$ cat src/rtl/lvl_intc_pkg.sv
`timescale 1ns/1ps
package lvl_intc_pkg;

    typedef enum logic [2:0] {
        SEL_CAUSE,
        SEL_IMASK,
        SEL_FMASK,
        SEL_EMASK,
        SEL_NONE
    } reg_sel_e;

    localparam logic [31:0] OFS_CAUSE = 32'h0000_0000;
    localparam logic [31:0] OFS_IMASK = 32'h0000_0004;
    localparam logic [31:0] OFS_FMASK = 32'h0000_0008;
    localparam logic [31:0] OFS_EMASK = 32'h0000_000C;

    function automatic reg_sel_e decode_ofs(input logic [31:0] ofs);
        reg_sel_e r;
        case (ofs)
            OFS_CAUSE: r = SEL_CAUSE;
            OFS_IMASK: r = SEL_IMASK;
            OFS_FMASK: r = SEL_FMASK;
            OFS_EMASK: r = SEL_EMASK;
            default:   r = SEL_NONE;
        endcase
        return r;
    endfunction

endpackage

$ cat src/rtl/lvl_intc_sync.sv
`timescale 1ns/1ps
module lvl_intc_sync #(
    parameter int unsigned SRC_W = 32
) (
    input  logic             clk,
    input  logic             rst_n,
    input  logic [SRC_W-1:0] src_i,
    output logic [SRC_W-1:0] cause_o
);

    typedef struct packed {
        logic [SRC_W-1:0] meta;
        logic [SRC_W-1:0] stab;
        logic [SRC_W-1:0] cause;
    } sync_t;

    sync_t s_d, s_q;

    always_comb begin
        s_d       = s_q;
        s_d.meta  = src_i;
        s_d.stab  = s_q.meta;
        s_d.cause = s_q.stab;
    end

    always_ff @(posedge clk or negedge rst_n) begin
        if (!rst_n) s_q <= '0;
        else        s_q <= s_d;
    end

    assign cause_o = s_q.cause;

    // the cause word carries no memory of its own; it tracks the stable stage
    p_cause_tracks_r10: assert property (@(posedge clk) disable iff (!rst_n)
        (s_q.stab == '0) |=> (s_q.cause == '0));

endmodule

$ cat src/rtl/lvl_intc_regs.sv
`timescale 1ns/1ps
module lvl_intc_regs
    import lvl_intc_pkg::*;
#(
    parameter int unsigned SRC_W = 32
) (
    input  logic             clk,
    input  logic             rst_n,
    input  logic             sel_i,
    input  logic             wr_i,
    input  reg_sel_e         rsel_i,
    input  logic [SRC_W-1:0] wdata_i,
    input  logic [SRC_W-1:0] cause_i,
    output logic [SRC_W-1:0] imask_o,
    output logic [SRC_W-1:0] fmask_o,
    output logic [SRC_W-1:0] rdata_o
);

    typedef struct packed {
        logic [SRC_W-1:0] imask;
        logic [SRC_W-1:0] fmask;
        logic [SRC_W-1:0] emask;
    } regs_t;

    regs_t r_d, r_q;
    logic  wr_en;

    assign wr_en = sel_i && wr_i;

    always_comb begin
        r_d = r_q;
        if (wr_en) begin
            case (rsel_i)
                SEL_IMASK: r_d.imask = wdata_i;
                SEL_FMASK: r_d.fmask = wdata_i;
                SEL_EMASK: r_d.emask = wdata_i;
                default:   ;
            endcase
        end
    end

    always_ff @(posedge clk or negedge rst_n) begin
        if (!rst_n) r_q <= '0;
        else        r_q <= r_d;
    end

    always_comb begin
        rdata_o = '0;
        if (sel_i && !wr_i) begin
            case (rsel_i)
                SEL_CAUSE: rdata_o = cause_i;
                SEL_IMASK: rdata_o = r_q.imask;
                SEL_FMASK: rdata_o = r_q.fmask;
                SEL_EMASK: rdata_o = r_q.emask;
                default:   rdata_o = '0;
            endcase
        end
    end

    assign imask_o = r_q.imask;
    assign fmask_o = r_q.fmask;

    // writing the cause offset leaves every stored word as it was
    p_cause_ro_r3: assert property (@(posedge clk) disable iff (!rst_n)
        (wr_en && rsel_i == SEL_CAUSE) |=> $stable(r_q));

    // spare mask writes never touch the two enabling masks
    p_emask_iso_r7: assert property (@(posedge clk) disable iff (!rst_n)
        (wr_en && rsel_i == SEL_EMASK) |=> ($stable(r_q.imask) && $stable(r_q.fmask)));

    // writes at unmapped offsets are dropped
    p_unused_wr_r8: assert property (@(posedge clk) disable iff (!rst_n)
        (wr_en && rsel_i == SEL_NONE) |=> $stable(r_q));

    // reads at unmapped offsets return zero
    p_unused_rd_r8: assert property (@(posedge clk) disable iff (!rst_n)
        (sel_i && !wr_i && rsel_i == SEL_NONE) |-> (rdata_o == '0));

endmodule

$ cat src/rtl/lvl_intc_outgen.sv
`timescale 1ns/1ps
module lvl_intc_outgen #(
    parameter int unsigned SRC_W = 32
) (
    input  logic             clk,
    input  logic             rst_n,
    input  logic [SRC_W-1:0] cause_i,
    input  logic [SRC_W-1:0] imask_i,
    input  logic [SRC_W-1:0] fmask_i,
    output logic             irq_o,
    output logic             fiq_o
);

    typedef struct packed {
        logic irq;
        logic fiq;
    } out_t;

    out_t o_d, o_q;

    always_comb begin
        o_d     = o_q;
        o_d.irq = |(cause_i & imask_i);
        o_d.fiq = |(cause_i & fmask_i);
    end

    always_ff @(posedge clk or negedge rst_n) begin
        if (!rst_n) o_q <= '0;
        else        o_q <= o_d;
    end

    assign irq_o = o_q.irq;
    assign fiq_o = o_q.fiq;

endmodule

$ cat src/rtl/lvl_intc.sv
`timescale 1ns/1ps
module lvl_intc
    import lvl_intc_pkg::*;
#(
    parameter int unsigned SRC_W  = 32,
    parameter int unsigned ADDR_W = 8
) (
    input  logic              clk,
    input  logic              rst_n,
    input  logic [SRC_W-1:0]  src_i,
    input  logic              sel_i,
    input  logic              wr_i,
    input  logic [ADDR_W-1:0] addr_i,
    input  logic [SRC_W-1:0]  wdata_i,
    output logic [SRC_W-1:0]  rdata_o,
    output logic              irq_o,
    output logic              fiq_o
);

    logic [31:0]      ofs_ext;
    reg_sel_e         rsel;
    logic [SRC_W-1:0] cause;
    logic [SRC_W-1:0] imask;
    logic [SRC_W-1:0] fmask;

    assign ofs_ext = 32'(addr_i);
    assign rsel    = decode_ofs(ofs_ext);

    lvl_intc_sync #(.SRC_W(SRC_W)) u_sync (
        .clk     (clk),
        .rst_n   (rst_n),
        .src_i   (src_i),
        .cause_o (cause)
    );

    lvl_intc_regs #(.SRC_W(SRC_W)) u_regs (
        .clk     (clk),
        .rst_n   (rst_n),
        .sel_i   (sel_i),
        .wr_i    (wr_i),
        .rsel_i  (rsel),
        .wdata_i (wdata_i),
        .cause_i (cause),
        .imask_o (imask),
        .fmask_o (fmask),
        .rdata_o (rdata_o)
    );

    lvl_intc_outgen #(.SRC_W(SRC_W)) u_out (
        .clk     (clk),
        .rst_n   (rst_n),
        .cause_i (cause),
        .imask_i (imask),
        .fmask_i (fmask),
        .irq_o   (irq_o),
        .fiq_o   (fiq_o)
    );

    // normal output reflects the masked cause of the previous cycle
    p_irq_follow_r4: assert property (@(posedge clk) disable iff (!rst_n)
        irq_o == $past(|(cause & imask)));

    // fast output reflects its own masked cause of the previous cycle
    p_fiq_follow_r5: assert property (@(posedge clk) disable iff (!rst_n)
        fiq_o == $past(|(cause & fmask)));

    // a zero written to the normal mask silences the normal output two edges later
    p_mask_zero_r9: assert property (@(posedge clk) disable iff (!rst_n)
        (sel_i && wr_i && rsel == SEL_IMASK && wdata_i == '0) |=> ##1 !irq_o);

endmodule

$ cat config.mk
export PLATFORM = sky130hd
export DESIGN_NAME = lvl_intc
export DESIGN_NICKNAME = d
export VERILOG_FILES = /design/src/rtl/lvl_intc_pkg.sv /design/src/rtl/lvl_intc_sync.sv /design/src/rtl/lvl_intc_regs.sv /design/src/rtl/lvl_intc_outgen.sv /design/src/rtl/lvl_intc.sv
export SDC_FILE = /design/constraint.sdc
export NUM_CORES = 1
export LEC_CHECK = 0
export CAP_MARGIN = 20
export CORE_ASPECT_RATIO = 0.6
export CORE_MARGIN = 2
export CORE_UTILIZATION = 49
export DETAILED_ROUTE_END_ITERATION = 8
export PLACE_DENSITY = 0.75
export SYNTH_ARGS = -nofsm -noshare
export SYNTH_HDL_FRONTEND = slang
export SYNTH_HIERARCHICAL = 1
export SYNTH_SLANG_ARGS = --single-unit
$ cat constraint.sdc
create_clock -name clk -period 4.1 [get_ports clk]
set_input_delay 1.23 -clock clk [delete_from_list [all_inputs] [get_ports clk]]
set_output_delay 1.23 -clock clk [all_outputs]
set_load 0.02 [all_outputs]
==> metrics.md <==
| Metric | Value |
|---|---|
| Run status | `complete, but fails checks` |
| Violated checks | `setup timing` |
| Count of cell types in the netlist | `21` |
| Detailed Route Iter0 Violations | `312` |
| EDFF count, synth | `0` |
| RSZ-0062 raised after global routing | `yes` |
| Antenna violations before repair | `0` |
| Overall via count from detail_route | `4341` |
| Slack of the critical path | `-112 ps` |
| Area of the core region | `16100 um2` |
| Maximum number of pins on one net before global-route repair | `102` |
| Number of nets at the end of the flow | `643` |
| Slew at the pin with the worst max-slew slack | `817 ps` |
| Worst stage delay on the critical path | `500 ps` |
| All-layer global routing usage | `21.7%` |
| Cell taking the most area after synthesis | `dfrtp_1` |
| Synth Net Count | `569` |
| Die Ht | `103 um` |
| Portion of synthesized cell area occupied by the leading cell type | `60.8%` |
| Worst hold slack | `347 ps` |
| Static leakage power | `0.00458 uW` |
| Areal power density over the cells | `385 nW/um2` |
| Detailed-route vias per instance | `5.51` |
| HPWL reported at the end of detailed placement | `11500 um` |
| Number of synthesized register bits | `194` |
| DR pass1 iterations | `4` |
| Dpl ws | `-955 ps` |
| Die span in x | `169 um` |
| Number of global-route vias before repair | `4731` |
| Maximum clock skew at final layout | `6.56 ps` |
| Diode insertion count for antenna repair | `0` |
| Final non-filler cell area | `9980 um2` |
| CTS tree | `built` |
| Worst min path class | `reg -> reg` |
| I/O Buffers | `109` |
| Initial core utilization | `49.6%` |
| Count of antenna-violating nets left after detailed routing | `0` |
| Crit path max-delay cell type | `mux4_2` |
| DRC Markers | `0` |
| Clock tree root buffer cell | `clkbuf_16` |
| Bufs on Longest Clock Path | `2` |
| Post-Synthesis Cell Area | `7980 um2` |
| Instance count of the mapped netlist | `493` |
| Critical path launch point type | `input port` |
| Number of clock buffers inserted by TritonCTS | `17` |
| List of cells traversed by the critical path | `buf_6 > nor4_4 > and3_4 > buf_12 > buf_6 > mux4_2 > nor2b_4 > buf_6` |
| Clock transition time at the flip-flop clock pins of the worst setup and hold paths | `60 ps` |
| Dominant cells by area after synthesis | `dfrtp_1, mux2_2, mux4_2` |
| Number of buffers and inverters on the critical path | `4` |
| Setup-failing EPs final | `32` |
| Cell with the most instances after synthesis | `dfrtp_1` |
| Last weighted congestion value of the routability-driven placer | `0.796` |
| Syn. warnings | `6` |
| Share of synthesized area occupied by flip-flops and latches | `60.8%` |
| Max Cap Viol | `0` |
| Final hold viol count | `0` |
| Sink Count | `194` |
| Commonest register cell after synthesis | `dfrtp_1` |
| Achievable frequency | `0.237 GHz` |
| Critical path endpoint category | `output port` |
| Cell type group with the largest total delay on the critical path | `simple AND/OR/NAND/NOR gates` |
| Average cell area after synthesis | `16.2 um2` |
| Final core utilization | `62.1%` |
| Worst-skew pair later-pin latency | `430 ps` |
| Fraction of layout cells with a size suffix above 1 | `45.9%` |
| CTS H-tree depth | `4` |
| Portion of the clock cycle consumed by the worst path in the final layout | `103%` |
| DIE AREA | `17400 um2` |
| First-pass GRT wire length | `27400 um` |
| Final non-filler cell total | `788` |
| Max-slew violation total from the final report | `0` |
| WL/cell | `21.7 um` |
| Slew headroom | `45.6%` |
| Row count | `36` |
| Placement-stage cell area | `9020 um2` |
| Hold Buf Count CTS | `0` |
| Io pins | `110` |
| Asr flop ratio synth | `100%` |
| CP Max Fanout | `6` |
| List of most frequent post-synthesis cells | `dfrtp_1, buf_4, mux2_2` |
| Worst VDD drop | `268 uV` |
| Number of placed instances with taps included | `750` |
| Total wire length | `17100 um` |
| Min Tclk post-route | `4210 ps` |
| Post-synthesis to final-layout area growth | `25.1%` |
| Crit Path Class | `in -> out` |
| Critical path data arrival time | `2980 ps` |
| Grt ovf | `0` |
| Cell mode on critical path | `buf_6` |
| Required arrival time at the worst endpoint | `2870 ps` |
-- per-stage QoR --
step | TNS (ps) | power (uW)
3_3_place_gp | -26840 | 2190
4_1_cts | -2930 | 3880
2_1_floorplan | 0 | 2050
3_5_place_dp | -28150 | 2190
6_report | -1280 | 3840
5_1_grt | -3900 | 3990
-- path summary, 6_finish.rpt --
path	depth (start not counted)	end	slack, ps	startpoint
min in group asynchronous	1	u_sync/s_d[35]$_DFF_PN0_	890	rst_n
worst min-delay path	0	u_sync/s_d[30]$_DFF_PN0_	350	u_sync/s_d[62]$_DFF_PN0_
worst max-delay path	8	rdata_o[3]	-110	addr_i[4]
worst max register to register	3	u_out/fiq_o$_DFF_PN0_	2460	u_sync/cause_o[12]$_DFF_PN0_
worst min register to register	0	u_sync/s_d[30]$_DFF_PN0_	350	u_sync/s_d[62]$_DFF_PN0_
max in group asynchronous	2	u_regs/fmask_o[19]$_DFFE_PN0P_	2410	rst_n
-- cell families (layout without fill, tap and decap cells) --
logic type	Yosys count	after routing	synth area share (%)
AO/OA/AOI/OAI	32	32	3.14
buffers and inverters	86	172	7.82
flip-flops	194	194	60.8
multiplexers	128	128	24.0
AND/OR/NAND/NOR	53	53	4.23
-- state kept, by name (all words and copies together) (netlist names) --
register / flops
u_out/fiq_o: 1
u_out/irq_o: 1
u_regs/fmask_o: 32
u_regs/imask_o: 32
u_regs/r_q: 32
u_sync/cause_o: 32
u_sync/s_d: 64
-- routing by layer --
metal | share of wire [%] | track usage (%) | vias to the layer above | routed length [um]
met4 | 0.39 | 5.90 | 0 | 66
met1 | 47 | 31.7 | 2282 | 8080
met2 | 44 | 31.1 | 190 | 7490
li1 | - | - | 1863 | -
met5 | 0 | 0 | - | 0
met3 | 8.7 | 7.64 | 6 | 1480
-- repair_timing --
item,4_1_cts,5_1_grt
buffers inserted,7,0
setup endpoints to repair,32,32
gates cloned,2,0
pin swaps,3,2
endpoints found under the hold margin,0,0
gates resized for setup,223,51
-- layout make-up --
| class | instances | area (um2) |
|---|---|---|
| clock buffers | 18 | 439 |
| clock inverters | 13 | 158 |
| fillers | 1121 | 6100 |
| inverters | 1 | 3.75 |
| multi-input cells | 213 | 2760 |
| flip-flops and latches | 194 | 4850 |
| well taps | 209 | 262 |
| repair buffers | 140 | 1510 |
-- where the power goes --
group	total, uW	internal (uW)	switching (uW)	leakage (uW)
logic	179	105	73.8	0.00179
clock network	1680	972	705	0.000296
registers	1990	1960	26.3	0.00249
total	3840	3040	805	0.00458
-- placed cells by master (no fill, tap or decap), drive strengths merged, types with 7 or more instances in the layout --
master | Yosys | layout
clkdlybuf4s50 | 0 | 69
buf | 79 | 66
nor2b | 32 | 32
clkinv | 0 | 7
clkbuf | 6 | 19
a22oi | 32 | 32
nand4 | 8 | 8
mux2 | 96 | 96
dfrtp | 194 | 194
mux4 | 32 | 32
(Power assumes the default switching activity.)
